File: config.mk
export PLATFORM = sky130hd
export DESIGN_NAME = cfc_monitor
export DESIGN_NICKNAME = d
export VERILOG_FILES = /design/src/rtl/cfc_pkg.sv /design/src/rtl/cfc_seqchk.sv /design/src/rtl/cfc_expq.sv /design/src/rtl/cfc_monitor.sv
export SDC_FILE = /design/constraint.sdc
export NUM_CORES = 1
export LEC_CHECK = 0
export ABC_AREA = 1
export BUFFER_PORTS_ARGS = -buffer_cell sky130_fd_sc_hd__buf_2
export CORE_UTILIZATION = 28
export CTS_CLUSTER_SIZE = 40
export DETAILED_ROUTE_END_ITERATION = 7
export PLACE_DENSITY_LB_ADDON = 0.08
export RECOVER_POWER = 25
export SLEW_MARGIN = 5
export SYNTH_ARGS = -nofsm -noshare
export SYNTH_HDL_FRONTEND = slang
export SYNTH_SLANG_ARGS = --single-unit
export TNS_END_PERCENT = 5
File: constraint.sdc
create_clock -name clk -period 3.4 [get_ports clk]
set_input_delay 0.34 -clock clk [delete_from_list [all_inputs] [get_ports clk]]
set_output_delay 0.34 -clock clk [all_outputs]
set_load 0.005 [all_outputs]
File: src/rtl/cfc_pkg.sv
package cfc_pkg;
    typedef enum logic [1:0] {
        CLS_PLAIN = 2'b00,
        CLS_COND  = 2'b01,
        CLS_JUMP  = 2'b10,
        CLS_RSVD  = 2'b11
    } icls_e;

    typedef enum logic [1:0] {
        ST_IDLE = 2'b00,
        ST_SEQ  = 2'b01,
        ST_FORK = 2'b10
    } fstate_e;
endpackage

File: src/rtl/cfc_seqchk.sv
module cfc_seqchk
    import cfc_pkg::*;
#(
    parameter int AW  = 16,
    parameter int ISZ = 4
) (
    input  logic          clk,
    input  logic          rst_n,
    input  logic          fetch_vld_i,
    input  logic [AW-1:0] fetch_addr_i,
    input  logic [1:0]    fetch_cls_i,
    input  logic [AW-1:0] fetch_tgt_i,
    output logic          nop_o,
    output logic          err_evt_o,
    output logic          push_o,
    output logic          push_cond_o,
    output logic [AW-1:0] push_tgt_o,
    output logic [AW-1:0] push_alt_o
);
    localparam logic [AW-1:0] STEP = AW'(ISZ);

    fstate_e       state_q, state_d;
    logic [AW-1:0] prev_q;
    logic [AW-1:0] fork_q;
    icls_e         cls;
    logic          rep, misal, seq_ok, bad, acc;

    assign cls = icls_e'(fetch_cls_i);

    // state and reference registers
    always_ff @(posedge clk) begin
        if (!rst_n) begin
            state_q <= ST_IDLE;
            prev_q  <= '0;
            fork_q  <= '0;
        end else begin
            state_q <= state_d;
            if (acc) begin
                prev_q <= fetch_addr_i;
                fork_q <= fetch_tgt_i;
            end
        end
    end

    // next state and outputs
    always_comb begin
        rep    = fetch_vld_i && (state_q != ST_IDLE) && (fetch_addr_i == prev_q);
        misal  = fetch_addr_i[1:0] != 2'b00;
        seq_ok = fetch_addr_i == (prev_q + STEP);
        acc    = fetch_vld_i && !rep;
        unique case (state_q)
            ST_IDLE: bad = 1'b0;
            ST_SEQ:  bad = !seq_ok;
            ST_FORK: bad = !(seq_ok || fetch_addr_i == fork_q);
            default: bad = 1'b0;
        endcase
        state_d = state_q;
        if (acc) begin
            if (misal) begin
                state_d = ST_IDLE;
            end else begin
                unique case (cls)
                    CLS_COND, CLS_JUMP: state_d = ST_FORK;
                    CLS_PLAIN, CLS_RSVD: state_d = ST_SEQ;
                    default: state_d = ST_SEQ;
                endcase
            end
        end
        nop_o       = rep;
        err_evt_o   = acc && (misal || bad);
        push_o      = acc && !misal && (cls == CLS_COND || cls == CLS_JUMP);
        push_cond_o = cls == CLS_COND;
        push_tgt_o  = fetch_tgt_i;
        push_alt_o  = fetch_addr_i + STEP;
    end
endmodule

File: src/rtl/cfc_expq.sv
module cfc_expq #(
    parameter int AW    = 16,
    parameter int DEPTH = 4
) (
    input  logic          clk,
    input  logic          rst_n,
    input  logic          push_i,
    input  logic          push_cond_i,
    input  logic [AW-1:0] push_tgt_i,
    input  logic [AW-1:0] push_alt_i,
    input  logic          res_vld_i,
    input  logic [AW-1:0] res_pc_i,
    output logic          mismatch_o,
    output logic          overflow_o
);
    localparam int PW = (DEPTH > 1) ? $clog2(DEPTH) : 1;

    logic [AW-1:0]    tgt_q [DEPTH];
    logic [AW-1:0]    alt_q [DEPTH];
    logic [DEPTH-1:0] cond_q, vld_q;
    logic [PW-1:0]    wr_q, rd_q;
    logic             pop, slot_free, wr_en, hit;

    always_comb begin
        pop        = res_vld_i && vld_q[rd_q];
        slot_free  = !vld_q[wr_q] || (pop && rd_q == wr_q);
        wr_en      = push_i && slot_free;
        overflow_o = push_i && !slot_free;
        hit        = (res_pc_i == tgt_q[rd_q]) ||
                     (cond_q[rd_q] && res_pc_i == alt_q[rd_q]);
        mismatch_o = pop && !hit;
    end

    always_ff @(posedge clk) begin
        if (!rst_n) begin
            wr_q   <= '0;
            rd_q   <= '0;
            vld_q  <= '0;
            cond_q <= '0;
            for (int i = 0; i < DEPTH; i++) begin
                tgt_q[i] <= '0;
                alt_q[i] <= '0;
            end
        end else begin
            if (wr_en) wr_q <= wr_q + PW'(1);
            if (pop)   rd_q <= rd_q + PW'(1);
            for (int i = 0; i < DEPTH; i++) begin
                if (wr_en && wr_q == PW'(i)) begin
                    vld_q[i]  <= 1'b1;
                    cond_q[i] <= push_cond_i;
                    tgt_q[i]  <= push_tgt_i;
                    alt_q[i]  <= push_alt_i;
                end else if (pop && rd_q == PW'(i)) begin
                    vld_q[i] <= 1'b0;
                end
            end
        end
    end
endmodule

File: src/rtl/cfc_monitor.sv
module cfc_monitor #(
    parameter int AW    = 16,
    parameter int DEPTH = 4,
    parameter int ISZ   = 4
) (
    input  logic          clk,
    input  logic          rst_n,
    input  logic          clr_i,
    input  logic          fetch_vld_i,
    input  logic [AW-1:0] fetch_addr_i,
    input  logic [1:0]    fetch_cls_i,
    input  logic [AW-1:0] fetch_tgt_i,
    input  logic          pc_vld_i,
    input  logic [AW-1:0] pc_i,
    output logic          nop_o,
    output logic          err_o,
    output logic          ovf_o
);
    logic          seq_err, mism, ovf_evt;
    logic          push, push_cond;
    logic [AW-1:0] push_tgt, push_alt;

    cfc_seqchk #(.AW(AW), .ISZ(ISZ)) seq_i (
        .clk         (clk),
        .rst_n       (rst_n),
        .fetch_vld_i (fetch_vld_i),
        .fetch_addr_i(fetch_addr_i),
        .fetch_cls_i (fetch_cls_i),
        .fetch_tgt_i (fetch_tgt_i),
        .nop_o       (nop_o),
        .err_evt_o   (seq_err),
        .push_o      (push),
        .push_cond_o (push_cond),
        .push_tgt_o  (push_tgt),
        .push_alt_o  (push_alt)
    );

    cfc_expq #(.AW(AW), .DEPTH(DEPTH)) q_i (
        .clk        (clk),
        .rst_n      (rst_n),
        .push_i     (push),
        .push_cond_i(push_cond),
        .push_tgt_i (push_tgt),
        .push_alt_i (push_alt),
        .res_vld_i  (pc_vld_i),
        .res_pc_i   (pc_i),
        .mismatch_o (mism),
        .overflow_o (ovf_evt)
    );

    // sticky flags: a new event outranks a clear in the same cycle
    always_ff @(posedge clk) begin
        if (!rst_n) begin
            err_o <= 1'b0;
            ovf_o <= 1'b0;
        end else begin
            err_o <= (err_o && !clr_i) || seq_err || mism;
            ovf_o <= (ovf_o && !clr_i) || ovf_evt;
        end
    end
endmodule

==> run_results.csv <==
group,metric,value,unit
route,antenna_left,0,
worst_setup_path,endpoint_kind,"flop",
sta,final.setup.tns,0,ps
logic_synthesis,yosys.area_share.adder,1.87,%
placed_design,hpwl,18800,µm
floorplan,core,32700,µm²
logic_synthesis,synth_edf_count,128,
grt,grt_pass1_vias,7373,
worst_setup_path,arrival,2980,ps
worst_setup_path,reg2regPathDepth,11,
route,vias,7372,
finish,insertedDiodeCount,0,
sta,max_freq,349,MHz
clock_tree,cts_tree,"yes",
route,routedWlPerCell,16.8,µm
logic_synthesis,ys_ff_latch,178,
worst_setup_path,crit_type,"flop to flop",
clock_tree,clock-root-buffer,"clkbuf_16",
sta,fin_crit_sh,84.2,%
worst_hold_path,worstHoldPathType,"input pin to flop",
logic_synthesis,synth_top_area_cell,"edfxtp_1",
worst_hold_path,hold_path_depth,4,
logic_synthesis,synth_top_family_by_area,"simple AND/OR/NAND/NOR gates",
clock_tree,numCtsBuffers,17,
grt,overflow,0,
power,vdd_ir_drop_max,0.000309,V
outcome,outcome,"completed",
logic_synthesis,muxShareOfSynthArea,0,%
route,drc,0,
sta,drv_slew,0,
grt,grt_max_degree,69,
sta,slew_headroom,44.9,%
logic_synthesis,netlist_area,9360,µm²
logic_synthesis,netlist_instances,1165,
route,drt_iter0_drc,375,
clock_tree,clockBufferDepth,2,
floorplan,row_count,66,
power,p_leak,4.65,nW
grt,grt_pass1_wl,43900,µm
sta,fin_ws,538,ps
logic_synthesis,synth_top_area_share,41.0,%
logic_synthesis,yosysUniqueCellTypes,38,
floorplan,start_util,28.6,%
sta,finClkSkew,14.4,ps
route,totalWireLength,28100,µm
route,via_per_inst,4.42,
floorplan,io_pins,58,
sta,setup-violations-final,0,
floorplan,dieWidth,185,µm
clock_tree,hold_buffers,0,
placed_design,place.gp.congestion,0.796,
clock_tree,h-tree-depth,4,
logic_synthesis,syn_avg_cell_area,8.04,µm²
logic_synthesis,synth-compound-area-share,5.51,%
logic_synthesis,synth_flop_cell,"edfxtp_1",
clock_tree,clkTransAtPathRegs,70,ps
job,drv_cap,0,
floorplan,fp.dieArea,34200,µm²
clock_tree,clkLatencyLatePin,440,ps
floorplan,die_h,185,µm
placed_design,io_buffers,57,
logic_synthesis,ys_top_cells_by_area,"edfxtp_1, nand2_1, dfxtp_1, nor2_1, nand3_1",
worst_setup_path,cp.required,3510,ps
logic_synthesis,yosysSeqAreaShare,51.7,%
power,powerDensity,481,nW/µm²
worst_setup_path,start_kind,"flop",
finish,fin_nets,1282,
logic_synthesis,yosysWarningCount,0,
logic_synthesis,yosys.area_share.simple,30.6,%
sta,fin_crit,2860,ps
finish,area_growth,14.3,%
clock_tree,cts.sink_count,178,
logic_synthesis,synthXorXnorAreaFrac,2.62,%
finish,drive_gt1_share,9.79,%
placed_design,dpl_worst_slack,724,ps
sta,rsz0062_at_grt,"false",
finish,num-fill-cells,3606,
logic_synthesis,async_flop_share,0,%
grt,antenna_found_initial,0,
route,drtPass1Iterations,4,
clock_tree,cts_post_setup_buffers_inserted,0,
clock_tree,post_cts_resized,0,
sta,hold_violations,0,
grt,grt_util_all_layers,17.4,%
sta,worst_slew_pin_slew,823,ps
worst_setup_path,path_max_fanout,32,
-- where the power goes --
part | internal, W | switching (W)
Sequential | 0.00241 | 0.0000506
Clock | 0.00112 | 0.000918
Combinational | 0.000203 | 0.000438
-- cells in the final DEF, fill, tap and decap left out, types with 8 or more instances in the layout --
cell	instances
o21ai_0	44
edfxtp_1	128
xnor2_1	9
conb_1	8
xor2_1	19
ha_1	14
clkbuf_16	19
nor2_1	181
buf_2	56
nand3_1	121
nand2_1	355
dfxtp_1	49
a21oi_1	50
inv_1	106
buf_12	8
-- per-stage QoR --
stage	instance area (µm²)	instances	util, %	hold slack, ps	power (W)
floorplan	9390	1172	-	440	0.00291
global placement	10100	1636	31.0	457	0.00317
detailed placement	10100	1636	31.0	457	0.00317
CTS	10700	1668	32.8	155	0.00520
global route	10700	1668	32.7	164	0.00537
finish	10700	1668	32.7	170	0.00514
-- registers in the layout, indices dropped and copies added, names as in the netlist, named ones only --
register and flops:
q_i.alt_q 64, q_i.tgt_q 64, seq_i.fork_q 16, seq_i.prev_q 16, q_i.cond_q 4, q_i.vld_q 4, q_i.rd_q 2, q_i.wr_q 2
seq_i.state_q 2, err_o 1, ovf_o 1
-- critical path: stages (launching register included) --
cell,delay (ps)
dfxtp_1,580
nor2_1,80
nor2_1,90
o21ai_0,140
a21boi_4,300
nand4_1,200
nand2_2,140
nand3_4,140
nor2_1,370
inv_1,110
nand2_1,120
buf_12,250
-- metal layers --
| layer | track usage, % | vias to the layer above | part of all wire [%] |
|---|---|---|---|
| li1 | - | 3831 | - |
| met1 | 23.8 | 3415 | 50 |
| met2 | 28.8 | 107 | 46 |
| met3 | 2.52 | 19 | 2.6 |
| met4 | 4.33 | 0 | 1.3 |
| met5 | 0 | - | 0 |
-- cells in the mapped netlist, drive strengths merged (9+ instances only) --
cell / n
dfxtp: 50
a21oi: 50
nand3: 122
o21ai: 45
xor2: 19
nand2: 360
edfxtp: 128
ha: 14
inv: 111
xnor2: 9
clkbuf: 25
buf: 23
nor2: 184
-- area by class of cell --
| type | instances | area [µm²] | share of cell area, % |
|---|---|---|---|
| clock buffers | 20 | 483 | 4.51 |
| clock inverters | 12 | 114 | 1.06 |
| well taps | 442 | 553 | 5.17 |
| inverters | 113 | 424 | 3.96 |
| repair buffers | 70 | 482 | 4.50 |
| flip-flops and latches | 178 | 4850 | 45.3 |
| multi-input cells | 833 | 3800 | 35.5 |
-- final timing paths --
kind	slack [ps]	startpoint	to
setup / recovery	540	q_i.rd_q[0]$_SDFFE_PN0P_	q_i.alt_q[1][5]$_SDFFCE_PN0P_
hold / removal	170	clr_i	ovf_o$_SDFF_PN0_
setup reg to reg	540	q_i.rd_q[0]$_SDFFE_PN0P_	q_i.alt_q[1][5]$_SDFFCE_PN0P_
hold reg to reg	470	ovf_o$_SDFF_PN0_	ovf_o$_SDFF_PN0_
-- kinds of logic (layout without fill, tap and decap cells) --
family | after synthesis | in the layout
AO/OA/AOI/OAI | 99 | 99
XOR/XNOR | 28 | 28
adder cells (fa/ha/maj) | 14 | 14
buffers and inverters | 161 | 215
flip-flops | 178 | 178
other | 1 | 8
AND/OR/NAND/NOR | 684 | 684
No activity file was read; power rests on OpenSTA's default activity.
